<file path="config.mk">
export PLATFORM = sky130hd
export DESIGN_NAME = ipc_mailbox
export DESIGN_NICKNAME = d
export VERILOG_FILES = /design/src/rtl/ipc_mbx_pkg.sv /design/src/rtl/mbx_port_ctrl.sv /design/src/rtl/mbx_flag_bank.sv /design/src/rtl/mbx_irq_gen.sv /design/src/rtl/ipc_mailbox.sv
export SDC_FILE = /design/constraint.sdc
export NUM_CORES = 1
export LEC_CHECK = 0
export ABC_AREA = 1
export BUFFER_PORTS_ARGS = -buffer_cell sky130_fd_sc_hd__buf_4
export CAP_MARGIN = 0
export CELL_PAD_IN_SITES_DETAIL_PLACEMENT = 0
export CELL_PAD_IN_SITES_GLOBAL_PLACEMENT = 1
export CORE_MARGIN = 2
export CORE_UTILIZATION = 36
export CTS_CLUSTER_DIAMETER = 60
export CTS_CLUSTER_SIZE = 12
export DETAILED_ROUTE_END_ITERATION = 16
export PLACE_DENSITY = 0.86
export SYNTH_ARGS = -nofsm -noshare
export SYNTH_HDL_FRONTEND = slang
export SYNTH_SLANG_ARGS = --single-unit
</file>
<file path="constraint.sdc">
create_clock -name clk -period 0.8 [get_ports clk]
set_input_delay 0.04 -clock clk [delete_from_list [all_inputs] [get_ports clk]]
set_output_delay 0.04 -clock clk [all_outputs]
set_load 0.03 [all_outputs]
</file>
<file path="src/rtl/ipc_mbx_pkg.sv">
package ipc_mbx_pkg;
  typedef enum logic [1:0] {
    OP_SET  = 2'd0,
    OP_CLR  = 2'd1,
    OP_RXEN = 2'd2,
    OP_TXEN = 2'd3
  } mbx_op_e;
endpackage

</file>
<file path="src/rtl/mbx_port_ctrl.sv">
module mbx_port_ctrl #(
  parameter int NCH = 6
) (
  input  logic           clk,
  input  logic           rst,
  input  logic           wr_en,
  input  logic [1:0]     wr_op,
  input  logic [NCH-1:0] wr_data,
  output logic [NCH-1:0] set_vec,
  output logic [NCH-1:0] clr_vec,
  output logic [NCH-1:0] rx_en,
  output logic [NCH-1:0] tx_en
);
  import ipc_mbx_pkg::*;

  mbx_op_e op;
  assign op = mbx_op_e'(wr_op);

  // Set acts only on outgoing flags and clear only on incoming flags
  always_comb begin
    set_vec = (wr_en && op == OP_SET) ? wr_data : '0;
    clr_vec = (wr_en && op == OP_CLR) ? wr_data : '0;
  end

  always_ff @(posedge clk) begin
    if (rst) begin
      rx_en <= '0;
      tx_en <= '0;
    end else if (wr_en) begin
      if (op == OP_RXEN) rx_en <= wr_data;
      if (op == OP_TXEN) tx_en <= wr_data;
    end
  end
endmodule

</file>
<file path="src/rtl/mbx_flag_bank.sv">
module mbx_flag_bank #(
  parameter int NCH = 6
) (
  input  logic           clk,
  input  logic           rst,
  input  logic [NCH-1:0] set_vec,
  input  logic [NCH-1:0] clr_vec,
  output logic [NCH-1:0] flags
);
  for (genvar ch = 0; ch < NCH; ch++) begin : g_ch
    always_ff @(posedge clk) begin
      if (rst)               flags[ch] <= 1'b0;
      else if (clr_vec[ch])  flags[ch] <= 1'b0;  // clear takes priority
      else if (set_vec[ch])  flags[ch] <= 1'b1;
    end
  end
endmodule

</file>
<file path="src/rtl/mbx_irq_gen.sv">
module mbx_irq_gen #(
  parameter int NCH = 6
) (
  input  logic           clk,
  input  logic           rst,
  input  logic [NCH-1:0] in_flags,
  input  logic [NCH-1:0] rx_en,
  input  logic [NCH-1:0] out_flags,
  input  logic [NCH-1:0] tx_en,
  output logic           irq_rx,
  output logic           irq_tx
);
  logic [NCH-1:0] rx_hit, tx_hit;
  assign rx_hit = in_flags & rx_en;
  assign tx_hit = ~out_flags & tx_en;

  always_ff @(posedge clk) begin
    if (rst) begin
      irq_rx <= 1'b0;
      irq_tx <= 1'b0;
    end else begin
      irq_rx <= |rx_hit;
      irq_tx <= |tx_hit;
    end
  end
endmodule

</file>
<file path="src/rtl/ipc_mailbox.sv">
module ipc_mailbox #(
  parameter int NCH = 6
) (
  input  logic           clk,
  input  logic           rst,
  input  logic           p1_wr_en,
  input  logic [1:0]     p1_wr_op,
  input  logic [NCH-1:0] p1_wr_data,
  output logic [NCH-1:0] p1_tx_flags,
  output logic [NCH-1:0] p1_rx_flags,
  output logic           p1_irq_rx,
  output logic           p1_irq_tx,
  input  logic           p2_wr_en,
  input  logic [1:0]     p2_wr_op,
  input  logic [NCH-1:0] p2_wr_data,
  output logic [NCH-1:0] p2_tx_flags,
  output logic [NCH-1:0] p2_rx_flags,
  output logic           p2_irq_rx,
  output logic           p2_irq_tx
);
  logic [NCH-1:0] p1_set, p1_clr, p1_rxen, p1_txen;
  logic [NCH-1:0] p2_set, p2_clr, p2_rxen, p2_txen;
  logic [NCH-1:0] flags_12, flags_21;

  mbx_port_ctrl #(.NCH(NCH)) u_ctrl1 (
    .clk(clk), .rst(rst), .wr_en(p1_wr_en), .wr_op(p1_wr_op), .wr_data(p1_wr_data),
    .set_vec(p1_set), .clr_vec(p1_clr), .rx_en(p1_rxen), .tx_en(p1_txen));

  mbx_port_ctrl #(.NCH(NCH)) u_ctrl2 (
    .clk(clk), .rst(rst), .wr_en(p2_wr_en), .wr_op(p2_wr_op), .wr_data(p2_wr_data),
    .set_vec(p2_set), .clr_vec(p2_clr), .rx_en(p2_rxen), .tx_en(p2_txen));

  // Direction 1->2: processor 1 sets, processor 2 clears
  mbx_flag_bank #(.NCH(NCH)) u_bank12 (
    .clk(clk), .rst(rst), .set_vec(p1_set), .clr_vec(p2_clr), .flags(flags_12));

  // Direction 2->1: processor 2 sets, processor 1 clears
  mbx_flag_bank #(.NCH(NCH)) u_bank21 (
    .clk(clk), .rst(rst), .set_vec(p2_set), .clr_vec(p1_clr), .flags(flags_21));

  mbx_irq_gen #(.NCH(NCH)) u_irq1 (
    .clk(clk), .rst(rst), .in_flags(flags_21), .rx_en(p1_rxen),
    .out_flags(flags_12), .tx_en(p1_txen), .irq_rx(p1_irq_rx), .irq_tx(p1_irq_tx));

  mbx_irq_gen #(.NCH(NCH)) u_irq2 (
    .clk(clk), .rst(rst), .in_flags(flags_12), .rx_en(p2_rxen),
    .out_flags(flags_21), .tx_en(p2_txen), .irq_rx(p2_irq_rx), .irq_tx(p2_irq_tx));

  assign p1_tx_flags = flags_12;
  assign p1_rx_flags = flags_21;
  assign p2_tx_flags = flags_21;
  assign p2_rx_flags = flags_12;
endmodule

</file>
Word-level counts from Yosys, hierarchy flattened
Index checks and enable logic that the tools add are counted.
{"block": "totals", "inputBits": 20, "wordCells": 62, "reg_bits": 40, "out_inout_bits": 28}
{"block": "classes", "n_eq_ne": 6, "n_mux": 4, "bitwise": 6, "reduce_logical": 26}
{"cell": "AND 6 bit", "n": 4}
{"cell": "two-way mux 6 bit", "n": 4}
{"cell": "OR reduction 2 bit", "n": 12}
{"cell": "OR reduction 6 bit", "n": 4}
{"cell": "NOT 6 bit", "n": 2}
{"cell": "== test 2 bit (second input constant)", "n": 4}
{"cell": "AND reduction 2 bit", "n": 4}
{"cell": "== test 2 x 1 -> 1 bit (second input constant)", "n": 2}
{"cell": "logical AND 1 bit", "n": 4}
{"cell": "zero test 2 bit", "n": 2}

Longest topological paths before layout
Gate-level depths: netlist of the first run.
{"block": "logic_depth", "word_depth": 4, "ltp_mapped": 5}

Hierarchy
From an unflattened synthesis of the first run, not the netlist that was laid out.
{"block": "hier_totals", "hier_cells": 336, "area_unflattened_um2": 2037.0}
{"mod": "mbx_port_ctrl", "instances": 2, "area_per_inst_um2": 600.6, "cells_per_inst": 100}
{"mod": "mbx_flag_bank", "instances": 2, "area_per_inst_um2": 216.5, "cells_per_inst": 31}
{"mod": "mbx_irq_gen", "instances": 2, "area_per_inst_um2": 156.4, "cells_per_inst": 31}
{"mod": "ipc_mailbox", "instances": 1, "area_per_inst_um2": 90.1, "cells_per_inst": 12}

Least setup slack after synthesis of the first run
No wires, ideal clock.
{"block": "synth_timing", "path_type": "register -> register", "start": "register u_bank12.flags[0]", "end": "register u_irq1.irq_tx", "stages_incl_launch_ff": 6, "synth_period_minus_slack_ns": 0.967, "required_ns": 0.683, "t_arrival_ns": 0.849, "setup_slack_ns": -0.167, "cell_sequence": "dfxtp_1 > inv_1 > nand2_1 > nand2_1 > nor2_1 > a21oi_1"}
{"block": "synth_via", "elab_chain_len": 3}
{"item": "from (decl)", "line": "mbx_flag_bank.sv:8", "source": "output logic [NCH-1:0] flags"}
{"item": "from (signal, indexed assignment)", "line": "mbx_flag_bank.sv:12", "source": "if (rst) flags[ch] <= 1'b0;"}
{"item": "from (signal, indexed assignment)", "line": "mbx_flag_bank.sv:13", "source": "else if (clr_vec[ch]) flags[ch] <= 1'b0;"}
{"item": "from (signal, indexed assignment)", "line": "mbx_flag_bank.sv:14", "source": "else if (set_vec[ch]) flags[ch] <= 1'b1;"}
{"item": "NOT 6 bit", "line": "mbx_irq_gen.sv:15", "source": "assign tx_hit = ~out_flags & tx_en;"}
{"item": "AND 6 bit", "line": "mbx_irq_gen.sv:15"}
{"item": "OR reduction 6 bit", "line": "mbx_irq_gen.sv:23", "source": "irq_tx <= |tx_hit;"}
{"item": "to (signal assigned)", "line": "mbx_irq_gen.sv:23"}
{"item": "to (decl)", "line": "mbx_irq_gen.sv:11", "source": "output logic irq_tx"}
No other way between the ends.
A chain may end at the register's enable or synchronous reset.

Worst setup path after layout of the first run
{"block": "layout_timing", "start": "register u_bank12.flags[2]", "end": "output p2_rx_flags[2]"}
{"item": "to (decl)", "line": "ipc_mailbox.sv:17", "source": "output logic [NCH-1:0] p2_rx_flags,"}
No word-level cell between the ends.

==> reports/qor.txt, run 1 <==
placed insts = 381
depth of the most critical reg-to-reg path = 3
placed cell area = 0.002322 mm²
hold_sp = p1_wr_data[2]
final worst slack = -58.19 ps
DR DRC count = 0
post-synth net total = 294
global-route wire length before repair = 7.534 mm
Synth Instances = 274
Yosys reg bits = 40
Die Y = 76.61 µm
Seq/Total Area, Yosys = 0.4219
final setup vio count = 26
Clock Power Share = 0.360
clk root buf = clkbuf_8
Worst VDD drop = 0.0008560 V
RSZ-0062 raised after global routing = true
post-synthesis cell area = 0.001898 mm²
Compound-Gate Fraction of Synth Area = 0.1444
mux cell area share after synthesis = 0
largest net degree at the start of global routing = 37
FF-to-FF Start = u_bank12.flags[5]$_SDFFE_PP0P_
WL final = 4.536 mm
flop-to-flop setup slack = -10 ps
Sequential Power Share = 0.477
Post-Synth Adder-Cell Area = 0
Crit Path Max Fanout = 4
die width = 76.61 µm
simple-gate share of the synthesized area = 0.2386
Slew headroom = 0.8488
Clock Skews = 4.794 ps
cell area power density = 1761 mW/mm²
combinational family with the most area after synthesis = simple AND/OR/NAND/NOR gates
clock latency on the worst-skew pair = 290 ps
Final Net Count = 338
Post-synth EDFFs = 0
non-filler cells, final = 389
initial antenna violation count = 0
worst-path cell chain = buf_4
diodes inserted = 0
IO Pins = 48
fmax = 1165 MHz
combinational power share = 0.163
TritonCTS clock tree = yes
largest cells by area after synthesis = dfxtp_1 (42%), inv_1 (10%), nand2_1 (8.7%), nor2_1 (7.9%), o21ai_0 (7.6%)
Via density = 4.478
Worst Tran Pin Value = 224.4 ps
post-layout min period = 858.2 ps
Sw Ratio = 0.2616
Fillers = 557
failing checks = negative setup slack
DP HPWL = 3.487 mm
DR WL/cell = 11.66 µm
Setup crit end kind = primary output
cts bufs inserted = 5
capturing point of the worst reg2reg path = u_irq1.irq_tx$_SDFF_PP0_
Net Sw Power = 1.172 mW
critical path's top delay family = flip-flops
Synth top cells by count = inv_1 (52), nand2_1 (44), dfxtp_1 (40), nor2_1 (40), o21ai_0 (29)
core area = 0.005107 mm²
WHS = 38.20 ps
total global routing overflow = 0
max incr delay on CP = 360 ps
setup bufs post-CTS = 0
Most used DFF post-synth = dfxtp_1
final antenna-violating net count = 0
WHS Path Cells = 3
setup TNS = -1043 ps
top cell type's share of synthesized area = 0.4219
max-cap violations = 0
required time of the critical path = 760 ps
CTS Hold Bufs = 0
synth warn = 0
Worst Path Buf+Inv = 1
final instance area = 0.002545 mm²
CTS max path bufs = 2
Endpoint, Worst Hold = u_ctrl1.rx_en[2]$_SDFFE_PP0P_
number of global-route vias before repair = 1601
CP arrival = 820 ps
most frequent cell after synthesis = inv_1
H-tree levels = 2
Reg clk slew, reported paths = 80 ps
Port Buffers = 47
status = finished, violations left
Hold Violations, Final = 0
fin crit share = 1.073
Final Util = 0.4983
max-slew violation count = 0
CP Class = reg2out
initial drt markers = 87
drt pass-1 iters = 4
Int Pwr = 3.309 mW
xor/xnor cell area share of the yosys netlist = 0
routed via count = 1742
Initial Util = 0.3716
Critical-path top delay cell = dfxtp_4
Tot GR Track Use = 0.1607
post-synth top area cell = dfxtp_1
area delta synth->final = 34.08%
Min-Delay Path Class = in2reg
std cell rows = 26
Die Area = 0.005869 mm²
share of cells above drive strength 1 = 0.3135
post-synth cell types = 17
Synth Area per Inst = 6.927 µm²
clock sink total = 40
leakage = 1.172 nW
Async S/R FF share, synth = 0
Critical Path Source Type = register
RePlAce Congestion = 0.7703
## logic make-up (layout without fill, tap and decap cells)
kind of cell | count (synthesis) | count (layout)
AND/OR/NAND/NOR | 102 | 102
buffers and inverters | 78 | 123
AO/OA/AOI/OAI | 54 | 54
flip-flops | 40 | 40
## final cells by class
type / instances / area [µm²] / share of cell area
Inverter: 59 / 221.5 / 0.08702
Timing Repair Buffer: 56 / 543.0 / 0.2134
Multi-Input combinational cell: 156 / 734.5 / 0.2886
Clock inverter: 2 / 35.03 / 0.01377
Clock buffer: 6 / 72.57 / 0.02852
Sequential cell: 40 / 850.8 / 0.3343
Tap cell: 70 / 87.58 / 0.03441
## sequential cells by signal (all words and copies together), names as in the netlist
signal          cells
u_bank12.flags      6
u_bank21.flags      6
u_ctrl1.rx_en       6
u_ctrl1.tx_en       6
u_ctrl2.rx_en       6
u_ctrl2.tx_en       6
u_irq1.irq_rx       1
u_irq1.irq_tx       1
u_irq2.irq_rx       1
u_irq2.irq_tx       1
## worst max path at each step
stage                                   startpoint                       endpoint  cells after the start  slack, ps
global placement    u_bank21.flags[1]$_SDFFE_PP0P_       u_irq2.irq_tx$_SDFF_PP0_                      5         10
floorplan           u_bank12.flags[0]$_SDFFE_PP0P_       u_irq1.irq_tx$_SDFF_PP0_                      5          3
CTS                 u_bank12.flags[5]$_SDFFE_PP0P_                 p1_tx_flags[5]                      1        -70
finish              u_bank12.flags[2]$_SDFFE_PP0P_                 p2_rx_flags[2]                      1        -60
detailed placement                        p2_wr_en  u_ctrl2.tx_en[5]$_SDFFE_PP0P_                      4        0.6
global route        u_bank12.flags[5]$_SDFFE_PP0P_                 p2_rx_flags[5]                      1        -80
## layer usage
layer | vias to the layer above | wire length (µm) | track usage
li1 | 929 | - | -
met1 | 768 | 2240 | 0.2259
met2 | 40 | 2054 | 0.2451
met3 | 5 | 173 | 0.02844
met4 | 0 | 67 | 0.06000
met5 | - | 0 | 0
## stage by stage
step	setup WS, ps	total power, mW
final	-58.19	4.481
after CTS	-65.54	4.504
after detailed placement	0.5561	2.876
after global routing	-78.82	4.691
after floorplan	3.052	2.595
after global placement	10.24	2.866
## cells in the final DEF (no fill, tap or decap), types with 2 or more instances in the layout
cell type	Yosys	final
inv_2	7	12
buf_6	2	26
nand3_2	4	4
dfxtp_1	40	24
buf_4	13	28
a21oi_1	16	16
nand4_1	12	12
inv_1	52	47
o21ai_1	8	8
buf_12	0	2
dfxtp_4	0	12
nand2_1	44	42
clkbuf_8	1	5
o21ai_0	29	29
dfxtp_2	0	4
nand2_2	0	2
nor2_1	40	39
## power groups by stage
stage / clock network, mW / logic [mW] / registers [mW]
final: 1.61 / 0.732 / 2.14
after global routing: 1.73 / 0.808 / 2.15
after CTS: 1.65 / 0.725 / 2.13
after detailed placement: 0 / 0.700 / 2.18
after global placement: 0 / 0.693 / 2.17
after floorplan: 0 / 0.368 / 2.23
## timing repair
item	in CTS	in global routing
gates resized for setup	26	14
endpoints found under the setup margin	26	31
endpoints found under the hold margin	0	0
pin swaps	0	4
(Power assumes the default switching activity.)
==> inputs of run 2 (changes only) <==
--- a/config.mk
+++ b/config.mk
@@ -15,7 +15,7 @@
 export CTS_CLUSTER_DIAMETER = 60
 export CTS_CLUSTER_SIZE = 12
 export DETAILED_ROUTE_END_ITERATION = 16
-export PLACE_DENSITY = 0.86
+export PLACE_DENSITY_LB_ADDON = 0.3
 export SYNTH_ARGS = -nofsm -noshare
 export SYNTH_HDL_FRONTEND = slang
 export SYNTH_SLANG_ARGS = --single-unit
==> run 2 against run 1 <==
Compared with the run above: the flow still finishes with violations (negative setup slack); combinational power up 6.4%; global-route usage grew 1.2 points; cell count grew 1.3%; maximum frequency shrank 7.2%; critical path depth increased by 1; sequential share of layout area down 1.0 points; sequential power about the same; sequential cell count did not move; register-to-register slack worse by 80 ps; clock power decreased by 20%.
==> reports/qor.txt, run 2 (same netlist as run 1, synthesis figures left out) <==
fin crit share = 1.156
diodes inserted = 0
share of cells above drive strength 1 = 0.3549
WL final = 4.668 mm
clock sink total = 40
core area = 0.005107 mm²
fmax = 1082 MHz
clock latency on the worst-skew pair = 290 ps
Worst VDD drop = 0.0005983 V
Hold Violations, Final = 0
Via density = 4.338
area delta synth->final = 38.23%
placed insts = 385
Seq. cell area = 850.8 µm²
global-route wire length before repair = 7.962 mm
post-layout min period = 924.4 ps
IO Pins = 48
Crit Path Max Fanout = 2
Final Net Count = 344
largest net degree at the start of global routing = 24
non-filler cells, final = 394
DP HPWL = 3.496 mm
initial antenna violation count = 0
max incr delay on CP = 350 ps
Worst Tran Pin Value = 245.4 ps
max-cap violations = 0
WHS Path Cells = 3
required time of the critical path = 760 ps
Worst Path Buf+Inv = 2
status = finished, violations left
placed cell area = 0.002365 mm²
critical path's top delay family = flip-flops
multi-input logic area = 767.0 µm²
Pwr Total = 4.211 mW
most used cell along the critical path = buf_6
capturing point of the worst reg2reg path = u_irq2.irq_tx$_SDFF_PP0_
std cell rows = 26
Slew headroom = 0.8359
leakage = 1.205 nW
RePlAce Congestion = 0.7683
final antenna-violating net count = 0
max-slew violation count = 0
most frequent cells in the layout = inv_1 (46), nor2_1 (38), nand2_1 (38)
final instance area = 0.002624 mm²
Critical Path Source Type = register
Reg clk slew, reported paths = 70 ps
CP Class = reg2out
depth of the most critical reg-to-reg path = 6
Critical-path top delay cell = dfxtp_4
flop-to-flop setup slack = -90 ps
Final Util = 0.5137
WHS = 29.33 ps
TritonCTS clock tree = yes
Endpoint, Worst Hold = u_ctrl1.rx_en[3]$_SDFFE_PP0P_
Setup crit end kind = primary output
Port Buffers = 47
drt pass-1 iters = 4
RSZ-0062 raised after global routing = true
initial drt markers = 80
Die Area = 0.005869 mm²
Tot GR Track Use = 0.1728
cts bufs inserted = 5
FF-to-FF Start = u_bank21.flags[2]$_SDFFE_PP0P_
Clock Skews = 5.183 ps
Die Y = 76.61 µm
final worst slack = -124.4 ps
DR DRC count = 0
H-tree levels = 2
clk root buf = clkbuf_8
cell area power density = 1605 mW/mm²
Fillers = 552
number of global-route vias before repair = 1582
Min-Delay Path Class = in2reg
DR WL/cell = 11.85 µm
die width = 76.61 µm
failing checks = negative setup slack
CTS max path bufs = 2
Initial Util = 0.3716
routed via count = 1709
commonest non-fill, non-tap cell in the layout = inv_1
final setup vio count = 27
CP arrival = 880 ps
total global routing overflow = 0
hold_sp = p1_wr_data[3]
worst-path cell chain = buf_6 -> buf_6
==> run 2: cell count changes in the layout (fill, tap and decap cells not counted), sizes merged <==
cell	change
buf	+6
bufinv	-1
==> run 2: final cells by class <==
| cell class | instances | share of cell area |
|---|---|---|
| clock buffer | 6 | 0.02766 |
| clock inverter | 1 | 0.001907 |
| inverter | 59 | 0.08441 |
| multi-input combinational | 156 | 0.2923 |
| sequential | 40 | 0.3243 |
| tap | 70 | 0.03338 |
| timing repair buffer | 62 | 0.2361 |
==> run 2: timing repair <==
action                                  in CTS  in global routing
buffers inserted                             2                  0
gates resized for setup                     35                 22
pin swaps                                    2                 10
hold buffers                                 0                  0
endpoints found under the setup margin      28                 33
==> run 2: worst min-delay path: stages <==
cell,delay [ps]
buf_4,100
o21ai_0,80
nor2_1,70
==> run 2: layer usage <==
| metal | share of wire | vias up | wire length (µm) | GRT usage |
|---|---|---|---|---|
| li1 | - | 935 | - | - |
| met1 | 0.53 | 723 | 2460 | 0.2491 |
| met2 | 0.41 | 44 | 1925 | 0.2487 |
| met3 | 0.047 | 7 | 219 | 0.04384 |
| met4 | 0.013 | 0 | 63 | 0.06000 |
| met5 | 0 | - | 0 | 0 |
==> run 2: worst max-delay path by stage <==
stage | from | to | slack [ps] | cells after the start
2_1_floorplan | u_bank12.flags[0]$_SDFFE_PP0P_ | u_irq1.irq_tx$_SDFF_PP0_ | 3 | 5
4_1_cts | u_bank21.flags[2]$_SDFFE_PP0P_ | p2_tx_flags[2] | -130 | 2
5_1_grt | u_bank21.flags[2]$_SDFFE_PP0P_ | u_irq2.irq_tx$_SDFF_PP0_ | -150 | 6
6_report | u_bank21.flags[2]$_SDFFE_PP0P_ | p2_tx_flags[2] | -120 | 2
3_5_place_dp | p2_wr_en | u_ctrl2.rx_en[2]$_SDFFE_PP0P_ | 0.7 | 6
3_3_place_gp | u_bank21.flags[3]$_SDFFE_PP0P_ | u_irq2.irq_tx$_SDFF_PP0_ | 1 | 5
==> run 2: where the power goes <==
group | total, mW | switching [mW] | internal, mW
sequential | 2.14 | 0.0732 | 2.07
combinational | 0.779 | 0.431 | 0.348
clock | 1.29 | 0.699 | 0.594
==> run 2: metrics by stage <==
step           setup TNS [ps]  setup WS [ps]
6_report                -1399         -124.4
3_5_place_dp                0         0.7395
3_3_place_gp                0          1.213
2_1_floorplan               0          3.052
4_1_cts                 -1512         -130.0
5_1_grt                 -2191         -151.5
